### config.mk
export PLATFORM = sky130hd
export DESIGN_NAME = port_irq_status
export DESIGN_NICKNAME = d
export VERILOG_FILES = /design/src/rtl/pisr_pkg.sv /design/src/rtl/pisr_event_qual.sv /design/src/rtl/pisr_status_bits.sv /design/src/rtl/pisr_fatal_latch.sv /design/src/rtl/port_irq_status.sv
export SDC_FILE = /design/constraint.sdc
export NUM_CORES = 1
export LEC_CHECK = 0
export BUFFER_PORTS_ARGS = -buffer_cell sky130_fd_sc_hd__buf_4
export CAP_MARGIN = 20
export CORE_UTILIZATION = 33
export DETAILED_ROUTE_END_ITERATION = 7
export PLACE_DENSITY = 0.79
export SYNTH_ARGS = -nofsm -noshare
export SYNTH_HDL_FRONTEND = slang
export SYNTH_HIERARCHICAL = 1
export SYNTH_SLANG_ARGS = --single-unit
### constraint.sdc
create_clock -name clk -period 1.6 [get_ports clk]
set_input_delay 0.32 -clock clk [delete_from_list [all_inputs] [get_ports clk]]
set_output_delay 0.32 -clock clk [all_outputs]
set_load 0.1 [all_outputs]
### src/rtl/pisr_pkg.sv
package pisr_pkg;
  localparam int REG_W = 32;
  localparam int LINK_ERR_W = 4;
  localparam int LOW_W = 8;

  localparam int B_COLD = 31;
  localparam int B_TFE  = 30;
  localparam int B_HBF  = 29;
  localparam int B_IFF  = 27;
  localparam int B_INF  = 26;
  localparam int B_OVF  = 24;
  localparam int B_PMM  = 23;
  localparam int B_PRC  = 22;
  localparam int B_CONN = 6;
  localparam int B_UFIS = 4;

  localparam logic [REG_W-1:0] LATCH_MASK  = 32'hED80_00AF;
  localparam logic [REG_W-1:0] MIRROR_MASK = 32'h0040_0050;
  localparam logic [LOW_W-1:0] LOW_EVT_MASK = LATCH_MASK[LOW_W-1:0];
endpackage

### src/rtl/pisr_event_qual.sv
module pisr_event_qual
  import pisr_pkg::*;
#(
  parameter int W = REG_W,
  parameter int LEW = LINK_ERR_W,
  parameter int LW = LOW_W
) (
  input  logic           cap_cold_detect,
  input  logic           evt_cold_presence,
  input  logic           evt_tf_update,
  input  logic           tf_err_bit,
  input  logic           evt_bus_err_resp,
  input  logic           evt_sync_escape,
  input  logic [LEW-1:0] link_err,
  input  logic           link_in_data_fis,
  input  logic           evt_long_unknown_fis,
  input  logic           evt_prd_zero_count,
  input  logic           evt_read_underflow,
  input  logic           evt_overflow,
  input  logic           evt_pm_mismatch,
  input  logic [LW-1:0]  evt_low,
  output logic [W-1:0]   set_vec
);
  logic any_link_err;
  assign any_link_err = |link_err;

  always_comb begin
    set_vec = '0;
    set_vec[B_COLD] = evt_cold_presence & cap_cold_detect;
    set_vec[B_TFE]  = evt_tf_update & tf_err_bit;
    set_vec[B_HBF]  = evt_bus_err_resp;
    set_vec[B_IFF]  = evt_sync_escape | (any_link_err & link_in_data_fis)
                    | evt_long_unknown_fis | evt_prd_zero_count;
    set_vec[B_INF]  = (any_link_err & ~link_in_data_fis) | evt_read_underflow;
    set_vec[B_OVF]  = evt_overflow;
    set_vec[B_PMM]  = evt_pm_mismatch;
    set_vec[LW-1:0] = evt_low & LOW_EVT_MASK;
  end
endmodule

### src/rtl/pisr_status_bits.sv
module pisr_status_bits
  import pisr_pkg::*;
#(
  parameter int W = REG_W,
  parameter logic [W-1:0] LMASK = LATCH_MASK,
  parameter logic [W-1:0] MMASK = MIRROR_MASK
) (
  input  logic         clk,
  input  logic         rst_n,
  input  logic [W-1:0] set_vec,
  input  logic         wr,
  input  logic [W-1:0] wdata,
  input  logic [W-1:0] mirror_vec,
  output logic [W-1:0] rd_vec
);
  logic [W-1:0] latched;
  logic [W-1:0] clr_vec;

  assign clr_vec = wr ? wdata : '0;

  // set has priority over a same-cycle clear
  always_ff @(posedge clk or negedge rst_n) begin
    if (!rst_n) latched <= '0;
    else        latched <= (set_vec | (latched & ~clr_vec)) & LMASK;
  end

  assign rd_vec = latched | (mirror_vec & MMASK);
endmodule

### src/rtl/pisr_fatal_latch.sv
module pisr_fatal_latch (
  input  logic clk,
  input  logic rst_n,
  input  logic port_rst,
  input  logic cmd_start,
  input  logic fatal_evt,
  output logic fatal
);
  always_ff @(posedge clk or negedge rst_n) begin
    if (!rst_n)                     fatal <= 1'b0;
    else if (!cmd_start || port_rst) fatal <= 1'b0;
    else if (fatal_evt)             fatal <= 1'b1;
  end
endmodule

### src/rtl/port_irq_status.sv
module port_irq_status
  import pisr_pkg::*;
(
  input  logic                  clk,
  input  logic                  rst_n,
  input  logic                  port_rst,
  input  logic                  cmd_start,
  input  logic                  cap_cold_detect,
  input  logic                  evt_cold_presence,
  input  logic                  evt_tf_update,
  input  logic                  tf_err_bit,
  input  logic                  evt_bus_err_resp,
  input  logic                  evt_sync_escape,
  input  logic [LINK_ERR_W-1:0] link_err,
  input  logic                  link_in_data_fis,
  input  logic                  evt_long_unknown_fis,
  input  logic                  evt_prd_zero_count,
  input  logic                  evt_read_underflow,
  input  logic                  evt_overflow,
  input  logic                  evt_pm_mismatch,
  input  logic [LOW_W-1:0]      evt_low,
  input  logic                  phy_rdy_chg,
  input  logic                  conn_chg,
  input  logic                  unk_fis_pend,
  input  logic                  reg_wr,
  input  logic [REG_W-1:0]      reg_wdata,
  input  logic [REG_W-1:0]      irq_en,
  output logic [REG_W-1:0]      reg_rdata,
  output logic                  irq,
  output logic                  dma_fatal
);
  logic [REG_W-1:0] set_vec;
  logic [REG_W-1:0] mirror_vec;

  pisr_event_qual u_qual (
    .cap_cold_detect      (cap_cold_detect),
    .evt_cold_presence    (evt_cold_presence),
    .evt_tf_update        (evt_tf_update),
    .tf_err_bit           (tf_err_bit),
    .evt_bus_err_resp     (evt_bus_err_resp),
    .evt_sync_escape      (evt_sync_escape),
    .link_err             (link_err),
    .link_in_data_fis     (link_in_data_fis),
    .evt_long_unknown_fis (evt_long_unknown_fis),
    .evt_prd_zero_count   (evt_prd_zero_count),
    .evt_read_underflow   (evt_read_underflow),
    .evt_overflow         (evt_overflow),
    .evt_pm_mismatch      (evt_pm_mismatch),
    .evt_low              (evt_low),
    .set_vec              (set_vec)
  );

  always_comb begin
    mirror_vec = '0;
    mirror_vec[B_PRC]  = phy_rdy_chg;
    mirror_vec[B_CONN] = conn_chg;
    mirror_vec[B_UFIS] = unk_fis_pend;
  end

  pisr_status_bits u_bits (
    .clk        (clk),
    .rst_n      (rst_n),
    .set_vec    (set_vec),
    .wr         (reg_wr),
    .wdata      (reg_wdata),
    .mirror_vec (mirror_vec),
    .rd_vec     (reg_rdata)
  );

  pisr_fatal_latch u_fatal (
    .clk       (clk),
    .rst_n     (rst_n),
    .port_rst  (port_rst),
    .cmd_start (cmd_start),
    .fatal_evt (set_vec[B_IFF] | set_vec[B_OVF]),
    .fatal     (dma_fatal)
  );

  always_ff @(posedge clk or negedge rst_n) begin
    if (!rst_n) irq <= 1'b0;
    else        irq <= |(reg_rdata & irq_en);
  end
endmodule

==> metrics.txt <==
drt first pass iters 4; deepest clock path buffer count 2; yosys warns 6; final setup vio count 0; total grt overflow 0; WL per Instance 11.94 um; cell family with most CP delay simple AND/OR/NAND/NOR gates; worst-path maximum fanout 3; Cell Rows 19; Critical Path Sink Type register; setup TNS 0 ns; # IOs 130; Post-Syn Area 973.4 um2; Tcrit/Tclk final 0.8675; Die W 56.31 um; area grow syn2layout 63.50%; core area 0.002781 mm2; Pins Over Slew Limit 0; CTS Buf Count 3; Peak VDD IR 0.6084 mV; RSZ-0062 raised after global routing no; TritonCTS clock tree built; worst skew pair latency 0.28 ns; post-DP HPWL 2234 um; multi-input logic area 429.2 um2; first-pass GRT wire length 4105 um; Mean Syn Cell Area 9.543 um2; Power Total 1.279 mW; commonest non-fill, non-tap cell in the layout buf_4; critical path type reg2reg; storage element area 391.6 um2; Filler Cell Count 252; Critical Path, Cell by Cell a22oi_1 -> nand4_1 -> or4_1; Tot GR Track Use 0.1629; vias in the first global route 1019; # DRC 0; crit path max-delay cell type or4_1; total die area 0.003171 mm2; Tmin final 1.388 ns; Post-CTS Setup Inserts 0; gpl congestion 0.6749; Final Hold Vio Count 0; Final ANT Viol Nets 0; total wire length 2579 um; largest net degree at the start of global routing 16; HP Class in2reg; Die H 56.31 um; Largest stage delay, worst path 0.52 ns; CP required 1.76 ns; Reg clk slew, reported paths 0.10 ns; CP bufs+invs 0; PwrDens 803.8 mW/mm2; H-tree depth 1; f_max 0.7205 GHz; leakage power 0.8110 nW; clock root cell clkbuf_4; routed via count 1013; Port Buffer Count 92; outcome finished clean; 1st-iter DRT viols 12; crit start category register; Starting Density 0.3500; Mapped Cells 102; nets 282; layout cells sized above 1 0.6108; initial antenna violation count 0; Num Clock Sinks 15; commonest non-fill, non-tap cells in the layout buf_4 (92), conb_1 (16), a22oi_1 (15); # diodes 0; max_cap viols 0; Via density 4.690; Worst Clk Skew 0.006985 ns; Worst Path Arrival 1.55 ns
## repair_timing
item	in CTS	in global routing
setup endpoints to repair	0	0
endpoints found under the hold margin	15	0
gates resized for setup	0	0
hold buffers	1	0
## metrics by stage
step | hold slack (ns) | utilization | setup slack, ns | instances | instance area, um2
2_1_floorplan | 0.02441 | - | 0.03374 | 117 | 1046
5_1_grt | 0.1603 | 0.5722 | 0.1210 | 216 | 1592
3_5_place_dp | 0.1888 | 0.5587 | 0.1254 | 211 | 1554
6_report | 0.1776 | 0.5722 | 0.2121 | 216 | 1592
4_1_cts | 0.1606 | 0.5722 | 0.1905 | 216 | 1592
3_3_place_gp | 0.1871 | 0.5587 | 0.1988 | 211 | 1554
## where the power goes
part           internal (mW)  switching [mW]  leakage [nW]
Combinational          0.189           0.449         0.649
Sequential             0.406          0.0189         0.145
Clock                 0.0926           0.124        0.0177
Total                  0.687           0.592         0.811
## path summary, 6_finish.rpt
path	end	depth (start not counted)	from	slack (ns)
worst max-delay path	irq	3	u_bits/latched[7]	0.21
worst min-delay path	u_fatal/fatal	2	port_rst	0.18
worst max register to register	irq	3	u_bits/latched[7]	0.21
worst min register to register	u_bits/latched[5]	1	u_bits/latched[5]	0.51
max in group asynchronous	u_bits/latched[24]	2	rst_n	0.99
min in group asynchronous	u_fatal/fatal	2	rst_n	0.41
## routing by layer
metal,vias to the layer above,routed length (um),track usage
li1,491,-,-
met1,463,883,0.1723
met2,57,1453,0.3214
met3,2,234,0.04147
met4,0,8,0.03136
met5,-,0,0
## registers in the layout, summed over array words and instances, names as in the netlist
register        flops
u_bits/latched     13
irq                 1
u_fatal/fatal       1
## cell type report
cell class | count | area share
Inverter | 1 | 0.002358
Clock buffer | 3 | 0.01415
Sequential cell | 15 | 0.2461
Timing Repair Buffer | 93 | 0.4403
Clock inverter | 1 | 0.003145
Tap cell | 31 | 0.02437
Multi-Input combinational cell | 72 | 0.2697
Power figures use the tool's default switching activity.
